===== src/rtl/lcdSeqPkg.sv =====
package lcdSeqPkg;
  localparam int LCD_COMS = 4;

  typedef enum logic [1:0] {
    LVL_VSS = 2'd0,
    LVL_VL1 = 2'd1,
    LVL_VL2 = 2'd2,
    LVL_VL3 = 2'd3
  } lcdLevelE;

  // strobes from timing control to level datapath
  typedef struct packed {
    logic [1:0] phaseIdx;
    logic       negFrame;
    logic       blinkVisible;
  } seqStrobeS;
endpackage


===== src/rtl/lcdSeqCtrl.sv =====
module lcdSeqCtrl
  import lcdSeqPkg::*;
#(
  parameter int PHASE_BASE = 256,
  parameter int BLINK_BASE = 32768
) (
  input  logic       clk,
  input  logic       rstN,
  input  logic [1:0] frameSel,
  input  logic       blinkSel,
  output seqStrobeS  strobes
);
  localparam int PW = $clog2(PHASE_BASE + 1);
  localparam int BW = $clog2(BLINK_BASE + 1);

  logic [PW-1:0] phaseLen;
  logic [PW-1:0] phaseCnt;
  logic [BW-1:0] blinkLen;
  logic [BW-1:0] blinkCnt;
  logic [1:0]    phaseIdx;
  logic          negFrame;
  logic          blinkVisible;
  logic          phaseWrap;
  logic          blinkWrap;

  always_comb begin
    phaseLen  = PW'(PHASE_BASE) >> frameSel;
    blinkLen  = blinkSel ? BW'(BLINK_BASE / 2) : BW'(BLINK_BASE);
    phaseWrap = (phaseCnt >= phaseLen - PW'(1));
    blinkWrap = (blinkCnt >= blinkLen - BW'(1));
  end

  always_ff @(posedge clk or negedge rstN) begin
    if (!rstN) begin
      phaseCnt <= '0;
      phaseIdx <= '0;
      negFrame <= 1'b0;
    end else if (phaseWrap) begin
      phaseCnt <= '0;
      phaseIdx <= phaseIdx + 2'd1;
      if (phaseIdx == 2'd3) negFrame <= ~negFrame;
    end else begin
      phaseCnt <= phaseCnt + PW'(1);
    end
  end

  always_ff @(posedge clk or negedge rstN) begin
    if (!rstN) begin
      blinkCnt     <= '0;
      blinkVisible <= 1'b1;
    end else if (blinkWrap) begin
      blinkCnt     <= '0;
      blinkVisible <= ~blinkVisible;
    end else begin
      blinkCnt <= blinkCnt + BW'(1);
    end
  end

  always_comb begin
    strobes.phaseIdx     = phaseIdx;
    strobes.negFrame     = negFrame;
    strobes.blinkVisible = blinkVisible;
  end
endmodule


===== src/rtl/lcdSeqDatapath.sv =====
module lcdSeqDatapath
  import lcdSeqPkg::*;
#(
  parameter int NUM_SEG = 11
) (
  input  seqStrobeS                      strobes,
  input  logic                           allOff,
  input  logic [1:0]                     testPins,
  input  logic [LCD_COMS*NUM_SEG-1:0]    segBits,
  input  logic [LCD_COMS*NUM_SEG-1:0]    blinkBits,
  output logic [2*LCD_COMS-1:0]          comCode,
  output logic [2*NUM_SEG-1:0]           segCode
);
  localparam int NUM_CELLS = LCD_COMS * NUM_SEG;
  localparam logic [7:0] PAT_A = 8'hA5;
  localparam logic [7:0] PAT_B = 8'h5A;

  logic [NUM_CELLS-1:0] cellOn;

  for (genvar i = 0; i < NUM_CELLS; i++) begin : g_cell
    always_comb begin
      unique case (testPins)
        2'b00:   cellOn[i] = 1'b1;
        2'b01:   cellOn[i] = PAT_A[i % 8];
        2'b10:   cellOn[i] = PAT_B[i % 8];
        default: cellOn[i] = ~allOff & segBits[i] &
                             (~blinkBits[i] | strobes.blinkVisible);
      endcase
    end
  end

  for (genvar c = 0; c < LCD_COMS; c++) begin : g_com
    always_comb begin
      if (strobes.phaseIdx == 2'(c))
        comCode[2*c +: 2] = strobes.negFrame ? LVL_VSS : LVL_VL3;
      else
        comCode[2*c +: 2] = strobes.negFrame ? LVL_VL2 : LVL_VL1;
    end
  end

  for (genvar s = 0; s < NUM_SEG; s++) begin : g_seg
    logic [LCD_COMS-1:0] segCells;
    logic                litNow;
    always_comb begin
      segCells = cellOn[s*LCD_COMS +: LCD_COMS];
      litNow   = segCells[strobes.phaseIdx];
      if (litNow)
        segCode[2*s +: 2] = strobes.negFrame ? LVL_VL3 : LVL_VSS;
      else
        segCode[2*s +: 2] = strobes.negFrame ? LVL_VL1 : LVL_VL2;
    end
  end
endmodule


===== src/rtl/lcdQuarterDutyDriver.sv =====
module lcdQuarterDutyDriver
  import lcdSeqPkg::*;
#(
  parameter int NUM_SEG    = 11,
  parameter int PHASE_BASE = 256,
  parameter int BLINK_BASE = 32768
) (
  input  logic                        clk,
  input  logic                        rstN,
  input  logic [1:0]                  frameSel,
  input  logic                        blinkSel,
  input  logic                        allOff,
  input  logic [1:0]                  testPins,
  input  logic [4*NUM_SEG-1:0]        segBits,
  input  logic [4*NUM_SEG-1:0]        blinkBits,
  output logic [7:0]                  comCode,
  output logic [2*NUM_SEG-1:0]        segCode
);
  seqStrobeS strobes;

  lcdSeqCtrl #(
    .PHASE_BASE(PHASE_BASE),
    .BLINK_BASE(BLINK_BASE)
  ) u_ctrl (
    .clk      (clk),
    .rstN     (rstN),
    .frameSel (frameSel),
    .blinkSel (blinkSel),
    .strobes  (strobes)
  );

  lcdSeqDatapath #(
    .NUM_SEG(NUM_SEG)
  ) u_dp (
    .strobes   (strobes),
    .allOff    (allOff),
    .testPins  (testPins),
    .segBits   (segBits),
    .blinkBits (blinkBits),
    .comCode   (comCode),
    .segCode   (segCode)
  );
endmodule


===== config.mk =====
export PLATFORM = sky130hd
export DESIGN_NAME = lcdQuarterDutyDriver
export DESIGN_NICKNAME = d
export VERILOG_FILES = /design/src/rtl/lcdSeqPkg.sv /design/src/rtl/lcdSeqCtrl.sv /design/src/rtl/lcdSeqDatapath.sv /design/src/rtl/lcdQuarterDutyDriver.sv
export SDC_FILE = /design/constraint.sdc
export NUM_CORES = 1
export LEC_CHECK = 0
export BUFFER_PORTS_ARGS = -buffer_cell sky130_fd_sc_hd__buf_4
export CAP_MARGIN = 30
export CORE_ASPECT_RATIO = 1.5
export CORE_UTILIZATION = 40
export CTS_CLUSTER_DIAMETER = 40
export DETAILED_ROUTE_END_ITERATION = 7
export PLACE_DENSITY = 0.71
export SLEW_MARGIN = 20
export SYNTH_ARGS = -nofsm -noshare
export SYNTH_HDL_FRONTEND = slang
export SYNTH_SLANG_ARGS = --single-unit

===== constraint.sdc =====
create_clock -name clk -period 2.7 [get_ports clk]
set_input_delay 0.27 -clock clk [delete_from_list [all_inputs] [get_ports clk]]
set_output_delay 0.27 -clock clk [all_outputs]
set_load 0.1 [all_outputs]

==> impl_metrics.json <==
{
  "ys_ff_latch": 29,
  "dp_hpwl_mm": 5.59,
  "vias": 2397,
  "drive_gt1_share_pct": 46.6,
  "slew_violations": 0,
  "cp_data_arrival_time_ns": 2.29,
  "dieArea_mm2": 0.00688,
  "place_ws_ns": 0.466,
  "slowest_delay_ns": 0.57,
  "fmax_ghz": 0.391,
  "cts_buffers": 5,
  "num_io_pins": 126,
  "synth.cells.most_frequent": "dfrtp_1 (28), nor2_1 (25), mux2_2 (23), mux2i_1 (22), o211ai_1 (22)",
  "synthMostInstantiatedCell": "dfrtp_1",
  "crit_slowest_cell": "dfrtp_2",
  "viasPerCell": 5.19,
  "rr_startpoint": "u_ctrl.blinkCnt[3]$_DFF_PN0_",
  "synth.largest_area_cell": "dfrtp_1",
  "slew_headroom_pct": 55.6,
  "synth_edf_count": 0,
  "area_growth_pct": 43.1,
  "power.density_mw_per_mm2": 1210,
  "grt_antenna_before_repair": 0,
  "synth_nets": 389,
  "grt_pass1_vias": 2363,
  "drc": 0,
  "cts_sinks": 29,
  "start_util_pct": 42.1,
  "h-tree-depth": 2,
  "reg2reg_to": "u_ctrl.blinkCnt[15]$_DFF_PN0_",
  "drt_iter0_drc": 90,
  "cp.required_ns": 2.43,
  "outcome": "complete, no violations",
  "grt_max_degree": 30,
  "coreArea_mm2": 0.00622,
  "fp.dieW_um": 68.1,
  "routabilityCongestion": 0.778,
  "worstSetupPathType": "reg2out",
  "drtPass1Iterations": 4,
  "setup-tns-final_ns": 0,
  "crit_top_cell": "buf_4",
  "synthDistinctLibCells": 34,
  "globalRouteTotalUtil_pct": 20.0,
  "synth_area_mm2": 0.00262,
  "setup_viol": 0,
  "die-height_um": 101,
  "skew_ns": 0.00192,
  "fin_nets": 502,
  "cts_root_buffer": "clkbuf_8",
  "rr_worst_depth": 4,
  "critPathCaptureType": "primary output",
  "synthTopCellsByArea": "dfrtp_1 (27%), mux2_2 (9.9%), ha_1 (9.1%)",
  "p_leak_nw": 1.89,
  "fin_util_pct": 60.3,
  "timing.final.ws_setup_ns": 0.144,
  "maxCapViolations": 0,
  "period_needed_ns": 2.56,
  "place_inst": 453,
  "drtAntennaViolNets": 0,
  "rsz0062_at_grt": "no",
  "synthFlopType": "dfrtp_1",
  "cp-start-kind": "flip-flop",
  "synth-warning-count": 0,
  "r2r_slack_ns": 0.74,
  "ys_async_sr_fraction_pct": 100,
  "grt_first_pass_wirelength_mm": 10.4,
  "wl_per_cell_um": 15.1,
  "synth_cells": 274,
  "gr-total-overflow": 0,
  "post-route-period-util_pct": 94.6,
  "cts.reportedPaths.clkPinSlew_ns": 0.06,
  "final_hold_viol_count": 0,
  "ys_seq_area_share_pct": 27.7,
  "tightestPinTransition_ns": 0.666,
  "cp_max_fo": 14,
  "port_buffers": 125,
  "cts_tree": "done",
  "fin_cells": 462,
  "clkLatencyLatePin_ns": 0.28,
  "vdd_drop_max_mv": 1.11,
  "path_buf_inv": 2,
  "synth.avg_cell_area_um2": 9.56,
  "path_delay_family": "buffers and inverters",
  "num_antenna_cells": 0,
  "rows": 35,
  "hp-class": "in2async",
  "crit_path_cell_trace": "buf_4 > mux2_2 > o211ai_1 > a32oi_1 > xnor2_2 > buf_4",
  "clk_path_buf_depth": 2,
  "routed_wl_mm": 6.96,
  "synth.top_cell.area_share_pct": 26.7
}
per-stage QoR:
step	power, W	hold slack (ns)	instance area (um^2)
floorplan	0.00349	-0.0256	2700
global placement	0.00406	0.212	3620
detailed placement	0.00408	0.211	3620
CTS	0.00455	0.449	3750
global route	0.00470	0.466	3750
finish	0.00452	0.442	3750
cells in the final DEF, fill, tap and decap left out, drive strengths merged, types with 2 or more instances in the layout:
master and n:
mux2 23, ha 19, dfrtp 28, nor2b 4, and4 4, nor3 2, and3 4, o211ai 22
buf 132, nand3 8, a32oi 5, mux2i 22, a22oi 6, nand4 7, clkbuf 7, xnor2 19
nor2 25, nand2 7, or2 5, inv 9, xor2 15, and2 6
worst max path at each step:
| stage | start | endpoint | slack [ns] | cells past startpoint |
|---|---|---|---|---|
| after floorplan | u_ctrl.phaseIdx[1]$_DFFE_PN0P_ | segCode[13] | 0.17 | 6 |
| after global placement | u_ctrl.phaseIdx[1]$_DFFE_PN0P_ | segCode[3] | 0.47 | 6 |
| after detailed placement | u_ctrl.phaseIdx[1]$_DFFE_PN0P_ | segCode[3] | 0.47 | 6 |
| final | u_ctrl.phaseIdx[1]$_DFFE_PN0P_ | segCode[3] | 0.14 | 6 |
| after global routing | u_ctrl.phaseIdx[1]$_DFFE_PN0P_ | segCode[3] | 0.01 | 6 |
| after CTS | u_ctrl.phaseIdx[1]$_DFFE_PN0P_ | segCode[3] | 0.14 | 6 |
power by group:
part           internal [W]  switching, W  leakage (nW)
registers          0.000499      0.000110         0.371
clock network      0.000300      0.000161        0.0585
logic              0.000966       0.00248          1.46
total               0.00177       0.00276          1.89
registers in the layout, summed over array words and instances, names as in the netlist:
| signal | cells |
|---|---|
| u_ctrl.blinkCnt | 16 |
| u_ctrl.phaseCnt | 9 |
| u_ctrl.phaseIdx | 2 |
| u_ctrl.blinkVisible | 1 |
| u_ctrl.negFrame | 1 |
logic make-up (layout without fill, tap and decap cells):
| group | Yosys count | after routing | synth area share [%] |
|---|---|---|---|
| AO/OA/AOI/OAI | 38 | 38 | 11.1 |
| XOR/XNOR | 34 | 34 | 11.4 |
| adder cells (fa/ha/maj) | 19 | 19 | 9.07 |
| buffers and inverters | 36 | 150 | 8.02 |
| flip-flops | 29 | 29 | 27.7 |
| multiplexers | 45 | 45 | 18.3 |
| other | 1 | 1 | 0.143 |
| AND/OR/NAND/NOR | 72 | 72 | 14.2 |
metal layers:
layer | wire length (um) | part of all wire [%] | global-route usage (%)
met2 | 3620 | 52 | 38.1
met4 | 102 | 1.5 | 5.29
met5 | 0 | 0 | 0
met1 | 2500 | 36 | 20.1
met3 | 732 | 11 | 5.88
cell type report:
cell class	instances	area (um^2)
Fill cell	555	2470
Multi-Input combinational cell	209	1770
Timing Repair Buffer	133	1010
Sequential cell	29	728
Tap cell	74	92.6
Clock buffer	7	86.3
Inverter	9	33.8
Clock inverter	1	30.0
what timing repair did:
action | 4_1_cts | 5_1_grt
setup buffers | 0 | 0
resized for setup | 0 | 0
hold buffers | 1 | 0
hold endpoints to repair | 28 | 0
Power figures use the tool's default switching activity.
